$ cat src/rtl/i2c_sa_pkg.sv
package i2c_sa_pkg;
  typedef enum logic [1:0] {PH_IDLE, PH_ADDR, PH_RX, PH_TX} phase_t;

  localparam logic [1:0] MODE_NONE = 2'b00;
  localparam logic [1:0] MODE_RX   = 2'b01;
  localparam logic [1:0] MODE_TX   = 2'b10;

  localparam logic [7:0] ST_OWN_W   = 8'h60;
  localparam logic [7:0] ST_GCALL   = 8'h70;
  localparam logic [7:0] ST_RX_ACK  = 8'h80;
  localparam logic [7:0] ST_RX_NACK = 8'h88;
  localparam logic [7:0] ST_STOP    = 8'hA0;
  localparam logic [7:0] ST_OWN_R   = 8'hA8;
  localparam logic [7:0] ST_NONE    = 8'hF8;
endpackage

$ cat src/rtl/i2c_sa_line_cond.sv
// Synchronises both bus lines and flags edges and bus conditions.
module i2c_sa_line_cond #(
  parameter int SYNC_STAGES = 2
) (
  input  logic clk,
  input  logic rst,
  input  logic scl_i,
  input  logic sda_i,
  output logic scl_s,
  output logic sda_s,
  output logic scl_rise,
  output logic scl_fall,
  output logic start_det,
  output logic stop_det
);
  logic [SYNC_STAGES-1:0] scl_pipe, sda_pipe;
  logic scl_q, sda_q;

  generate
    if (SYNC_STAGES == 1) begin : g_one
      always_ff @(posedge clk) begin
        if (rst) begin
          scl_pipe <= '1;
          sda_pipe <= '1;
        end else begin
          scl_pipe <= scl_i;
          sda_pipe <= sda_i;
        end
      end
    end else begin : g_many
      always_ff @(posedge clk) begin
        if (rst) begin
          scl_pipe <= '1;
          sda_pipe <= '1;
        end else begin
          scl_pipe <= {scl_pipe[SYNC_STAGES-2:0], scl_i};
          sda_pipe <= {sda_pipe[SYNC_STAGES-2:0], sda_i};
        end
      end
    end
  endgenerate

  always_ff @(posedge clk) begin
    if (rst) begin
      scl_q <= 1'b1;
      sda_q <= 1'b1;
    end else begin
      scl_q <= scl_s;
      sda_q <= sda_s;
    end
  end

  assign scl_s     = scl_pipe[SYNC_STAGES-1];
  assign sda_s     = sda_pipe[SYNC_STAGES-1];
  assign scl_rise  = scl_s & ~scl_q;
  assign scl_fall  = ~scl_s & scl_q;
  assign start_det = scl_s & scl_q & sda_q & ~sda_s;
  assign stop_det  = scl_s & scl_q & ~sda_q & sda_s;
endmodule

$ cat src/rtl/i2c_sa_byte_shift.sv
// Collects one byte MSB first, then marks the acknowledge slot.
module i2c_sa_byte_shift #(
  parameter int DATA_W = 8
) (
  input  logic              clk,
  input  logic              rst,
  input  logic              clr,
  input  logic              scl_rise,
  input  logic              scl_fall,
  input  logic              sda_s,
  output logic [DATA_W-1:0] shift_q,
  output logic              byte_done,
  output logic              ack_end,
  output logic              in_ack
);
  localparam int CNT_W = $clog2(DATA_W + 1);
  localparam logic [CNT_W-1:0] FULL = CNT_W'(DATA_W);

  logic [CNT_W-1:0] cnt;

  assign byte_done = scl_fall && !in_ack && (cnt == FULL);
  assign ack_end   = scl_fall && in_ack;

  always_ff @(posedge clk) begin
    if (rst || clr) begin
      cnt     <= '0;
      in_ack  <= 1'b0;
      shift_q <= '0;
    end else if (scl_rise && !in_ack && cnt != FULL) begin
      shift_q <= {shift_q[DATA_W-2:0], sda_s};
      cnt     <= cnt + 1'b1;
    end else if (byte_done) begin
      in_ack <= 1'b1;
    end else if (ack_end) begin
      in_ack <= 1'b0;
      cnt    <= '0;
    end
  end
endmodule

$ cat src/rtl/i2c_sa_addr_match.sv
// Compares a received byte with the own address and the general call.
module i2c_sa_addr_match #(
  parameter int ADDR_W = 7
) (
  input  logic [ADDR_W:0] byte_i,
  input  logic [ADDR_W:0] own_i,
  output logic            hit_own,
  output logic            hit_gc,
  output logic            dir
);
  logic field_zero;

  assign field_zero = (byte_i[ADDR_W:1] == '0);
  assign dir        = byte_i[0];
  assign hit_own    = !field_zero && (byte_i[ADDR_W:1] == own_i[ADDR_W:1]);
  assign hit_gc     = field_zero && own_i[0] && !byte_i[0];
endmodule

$ cat src/rtl/i2c_slave_addr_ctrl.sv
module i2c_slave_addr_ctrl
  import i2c_sa_pkg::*;
#(
  parameter int ADDR_W      = 7,
  parameter int SYNC_STAGES = 2
) (
  input  logic              clk,
  input  logic              rst,
  input  logic              en_i,
  input  logic              ack_en_i,
  input  logic [ADDR_W:0]   own_addr_i,
  input  logic              irq_clr_i,
  input  logic              arb_lost_i,
  input  logic              scl_i,
  input  logic              sda_i,
  output logic              sda_drive_o,
  output logic              irq_o,
  output logic [7:0]        status_o,
  output logic [1:0]        mode_o,
  output logic [ADDR_W:0]   rx_data_o
);
  localparam int BYTE_W = ADDR_W + 1;

  logic scl_s, sda_s, scl_rise, scl_fall, start_det, stop_det;
  logic [BYTE_W-1:0] shift_q;
  logic byte_done, ack_end, in_ack;
  logic hit_own, hit_gc, dir;

  i2c_sa_line_cond #(.SYNC_STAGES(SYNC_STAGES)) u_line (
    .clk(clk), .rst(rst), .scl_i(scl_i), .sda_i(sda_i),
    .scl_s(scl_s), .sda_s(sda_s), .scl_rise(scl_rise), .scl_fall(scl_fall),
    .start_det(start_det), .stop_det(stop_det)
  );

  i2c_sa_byte_shift #(.DATA_W(BYTE_W)) u_shift (
    .clk(clk), .rst(rst), .clr(start_det | stop_det | ~en_i),
    .scl_rise(scl_rise), .scl_fall(scl_fall), .sda_s(sda_s),
    .shift_q(shift_q), .byte_done(byte_done), .ack_end(ack_end), .in_ack(in_ack)
  );

  i2c_sa_addr_match #(.ADDR_W(ADDR_W)) u_match (
    .byte_i(shift_q), .own_i(own_addr_i),
    .hit_own(hit_own), .hit_gc(hit_gc), .dir(dir)
  );

  phase_t            phase_q, phase_n, eff_phase;
  logic              drive_n, post, addressed;
  logic [7:0]        status_n;
  logic [1:0]        mode_n;
  logic [BYTE_W-1:0] rx_n;

  assign addressed = (phase_q == PH_RX) || (phase_q == PH_TX);
  assign eff_phase = (arb_lost_i && !addressed) ? PH_ADDR : phase_q;

  always_comb begin
    phase_n  = eff_phase;
    drive_n  = sda_drive_o;
    mode_n   = mode_o;
    status_n = status_o;
    rx_n     = rx_data_o;
    post     = 1'b0;
    if (!en_i) begin
      phase_n = PH_IDLE;
      drive_n = 1'b0;
      mode_n  = MODE_NONE;
    end else if (start_det || stop_det) begin
      if (addressed) begin
        post     = 1'b1;
        status_n = ST_STOP;
      end
      phase_n = start_det ? PH_ADDR : PH_IDLE;
      drive_n = 1'b0;
      mode_n  = MODE_NONE;
    end else begin
      if (byte_done) begin
        case (eff_phase)
          PH_ADDR: begin
            if (ack_en_i && hit_own && !dir) begin
              drive_n = 1'b1; phase_n = PH_RX; mode_n = MODE_RX;
              post = 1'b1; status_n = ST_OWN_W;
            end else if (ack_en_i && hit_own && dir) begin
              drive_n = 1'b1; phase_n = PH_TX; mode_n = MODE_TX;
              post = 1'b1; status_n = ST_OWN_R;
            end else if (ack_en_i && hit_gc) begin
              drive_n = 1'b1; phase_n = PH_RX; mode_n = MODE_RX;
              post = 1'b1; status_n = ST_GCALL;
            end else begin
              phase_n = PH_IDLE;
            end
          end
          PH_RX: begin
            rx_n = shift_q;
            post = 1'b1;
            if (ack_en_i) begin
              drive_n  = 1'b1;
              status_n = ST_RX_ACK;
            end else begin
              drive_n  = 1'b0;
              status_n = ST_RX_NACK;
              phase_n  = PH_IDLE;
              mode_n   = MODE_NONE;
            end
          end
          default: ;
        endcase
      end
      if (ack_end) drive_n = 1'b0;
    end
  end

  always_ff @(posedge clk) begin
    if (rst) begin
      phase_q     <= PH_IDLE;
      sda_drive_o <= 1'b0;
      irq_o       <= 1'b0;
      status_o    <= ST_NONE;
      mode_o      <= MODE_NONE;
      rx_data_o   <= '0;
    end else begin
      phase_q     <= phase_n;
      sda_drive_o <= drive_n;
      irq_o       <= post | (irq_o & ~irq_clr_i);
      status_o    <= status_n;
      mode_o      <= mode_n;
      rx_data_o   <= rx_n;
    end
  end
endmodule

$ cat config.mk
export PLATFORM = sky130hd
export DESIGN_NAME = i2c_slave_addr_ctrl
export DESIGN_NICKNAME = d
export VERILOG_FILES = /design/src/rtl/i2c_sa_pkg.sv /design/src/rtl/i2c_sa_line_cond.sv /design/src/rtl/i2c_sa_byte_shift.sv /design/src/rtl/i2c_sa_addr_match.sv /design/src/rtl/i2c_slave_addr_ctrl.sv
export SDC_FILE = /design/constraint.sdc
export NUM_CORES = 1
export LEC_CHECK = 0
export BUFFER_PORTS_ARGS = -buffer_cell sky130_fd_sc_hd__buf_2
export CORE_ASPECT_RATIO = 0.8
export CORE_MARGIN = 5
export CORE_UTILIZATION = 44
export CTS_BUF_LIST = sky130_fd_sc_hd__clkbuf_16
export DETAILED_ROUTE_END_ITERATION = 10
export HOLD_SLACK_MARGIN = 0.15
export PLACE_DENSITY = 0.72
export SYNTH_ARGS = -nofsm -noshare
export SYNTH_HDL_FRONTEND = slang
export SYNTH_SLANG_ARGS = --single-unit
$ cat constraint.sdc
create_clock -name clk -period 2.5 [get_ports clk]
set_clock_uncertainty 0.05 [all_clocks]
set_input_delay 0.5 -clock clk [delete_from_list [all_inputs] [get_ports clk]]
set_output_delay 0.5 -clock clk [all_outputs]
set_load 0.01 [all_outputs]
==> results.txt <==
Congestion Overflow GR: 0
Post-route DRC: 0
Critical Path RT: 2.61 ns
TritonCTS Buffers: 5
Unrepaired setup endpoints after global routing: false
Number of flops mapped to enable cells by yosys: 0
Setup WS post-layout: 0.361 ns
Post-CTS Setup Bufs: 0
Relative slew margins: 65.3%
Leakage power: 0.792 nW
CP startpoint kind: flop
Post-Syn Instances: 195
Area of the mapped netlist: 1730 µm²
CTS tree: built
Outcome: finished, final reports clean
Worst Path Class, Setup: flop to flop
Synth warnings: 0
Post-route ant nets: 0
Core box area: 3800 µm²
Row cnt: 20
Maxcap violations: 0
IO Port Bufs: 32
Post-synthesis cell type count: 45
Critical Path AT: 2.25 ns
Final hold viol count: 0
Vias in the first global route: 1404
Async set or reset register ratio after synthesis: 0%
Period Utilization, post-route: 85.6%
Top cells by area, synth: dfxtp_1 44%, nor2_1 5.6%, mux2i_1 5.2%, nand2_1 5.0%, a21oi_1 4.3%
Worst path depth: 6
Final net count: 247
RR Startpoint: u_shift.shift_q[1]
Max Used Layer: met3
Initial core utilization: 45.5%
DR iter-0 viols: 58
Critical path fanouts, max: 5
Reg-to-reg setup timing slack: 0.36 ns
Least-Margin Pin Slew: 0.519 ns
Clock tree buffer depth: 2
First-pass GRT wire length: 6.23 mm
Hold-fix buffers, CTS: 0
Final max-slew violation count: 0
Critical path buffers and inverters: 0
Met2 Wirelength: 1.67 mm
Global placement routability congestion: 0.888
Crit path to: status_o[3]
Met1 wire length: 1.84 mm
Setup TNS: 0 ns
Pre-CTS setup slack: 0.195 ns
Initial antenna violation count: 0
CP top delay family: simple AND/OR/NAND/NOR gates
Synth-to-layout area growth: 19.7%
Synth Flop Type: dfxtp_1
Die width: 80.1 µm
Worst r2r path cells: 6
TritonRoute pass-1 iters: 4
Post-cts repair resize count: 0
H-Tree Level Count: 2
Die Height: 66.1 µm
CP max-delay cell: or4_4
CTS root buf: clkbuf_16
Tmin final: 2.14 ns
Finish-stage setup viols: 0
Share of cells above drive strength 1: 26.5%
Synth top area share: 44.0%
Commonest cells after routing, fill and taps aside: 38 x dfxtp_1, 32 x buf_2, 26 x nor2_1
Filler cells: 359
GRT Overall Usage: 14.5%
DIE AREA: 5290 µm²
Vias per cell: 4.94
Slowest stage delay, CP: 0.56 ns
Design Area, Final: 2070 µm²
I/O pins: 36
Pwr Density: 603 nW/µm²
Post-synthesis sequential area ratio: 44.0%
Clock net sink count: 38
DRT Wirelength: 3.63 mm
Max IR drop VDD: 536 µV
Crit path launch: u_shift.shift_q[1]
CP endpoint kind: flop
Clock-pin slew on the worst setup and hold paths: 0.05 ns
Routed wl met3: 120 µm
R2r endpoint: status_o[3]
WL/cell: 12.7 µm
Fmax: 467 MHz
HPWL Detailed: 2.72 mm
Pin count of the biggest net entering global routing: 23
Worst path cell trace: xnor2_1, nand4_1, or4_4, a21oi_4, nor2_2, a221o_1
Clock Latency Late Sink: 0.27 ns
Worst Hold Class: flop to flop
Avg Inst Size Synth: 8.87 µm²
#FFs+latches synth: 38
Most common cell after layout, fill and taps aside: dfxtp_1
Core Util, Final: 54.4%
ANT cells: 0
Area leader, netlist: dfxtp_1
Placement Cell Area: 1930 µm²
Detailed-route via count: 1409
cell usage after synthesis, drive strengths merged, types with 3 or more instances:
cell type  number
or2             7
nor2b           3
nor3            8
nand2          23
clkbuf          5
or4             3
nand3           3
nor2           27
buf             4
mux2i           9
dfxtp          38
o21bai          3
inv             4
xnor2           7
nand2b          3
a21oi          16
power breakdown:
| part | total, W | leakage (nW) | internal, W | switching [W] |
|---|---|---|---|---|
| clock network | 0.000575 | 0.0724 | 0.000360 | 0.000215 |
| registers | 0.000616 | 0.308 | 0.000611 | 0.00000452 |
| logic | 0.0000577 | 0.412 | 0.0000240 | 0.0000336 |
layer usage:
layer,GRT usage [%],vias to the layer above
met5,0,-
met2,22.5,28
met4,2.74,0
li1,-,728
met1,20.8,653
met3,3.27,0
logic make-up after synthesis:
logic type | after synthesis | share of synthesized area [%]
other | 1 | 0.217
DFF | 38 | 44.0
muxes | 10 | 5.86
buffers and inverters | 13 | 3.69
AOI/OAI and AO/OA | 29 | 11.1
adders and majority gates | 2 | 1.45
and+or+nand+nor | 93 | 29.2
xor gates and xnor gates | 9 | 4.56
sequential cells by signal, summed over array words and instances, names as in the netlist:
signal,flops
rx_data_o,8
u_shift.shift_q,8
status_o,5
u_shift.cnt,4
mode_o,2
phase_q,2
u_line.scl_pipe,2
u_line.sda_pipe,2
irq_o,1
sda_drive_o,1
u_line.scl_q,1
u_line.sda_q,1
u_shift.in_ack,1
worst min-delay path by stage:
| stage | endpoint | startpoint | cells past startpoint | slack, ns |
|---|---|---|---|---|
| floorplan | u_line.scl_pipe[1] | u_line.scl_pipe[0] | 1 | 0.34 |
| finish | u_line.sda_pipe[1] | u_line.sda_pipe[0] | 1 | 0.35 |
| CTS | u_line.sda_pipe[0] | sda_i | 2 | 0.36 |
| global placement | u_line.sda_pipe[1] | u_line.sda_pipe[0] | 1 | 0.34 |
| global route | u_line.sda_pipe[0] | sda_i | 2 | 0.36 |
| detailed placement | u_line.sda_pipe[1] | u_line.sda_pipe[0] | 1 | 0.34 |
per-stage QoR:
| stage | hold WS [ns] | std cells | power [W] |
|---|---|---|---|
| after CTS | 0.355 | 285 | 0.00126 |
| after global placement | 0.344 | 277 | 0.000686 |
| after global routing | 0.359 | 285 | 0.00130 |
| final | 0.355 | 285 | 0.00125 |
| after detailed placement | 0.343 | 277 | 0.000686 |
| after floorplan | 0.339 | 197 | 0.000668 |
area by class of cell:
cell class,instances,area [µm²],share of cell area [%]
Clock inverter,3,12.5,0.604
Multi-Input combinational cell,146,913,44.1
Timing Repair Buffer,34,175,8.46
Sequential cell,38,761,36.7
Clock buffer,5,125,6.04
Tap cell,55,68.8,3.32
Inverter,4,15.0,0.725
Note: power is estimated with default switching activity, not from simulation.
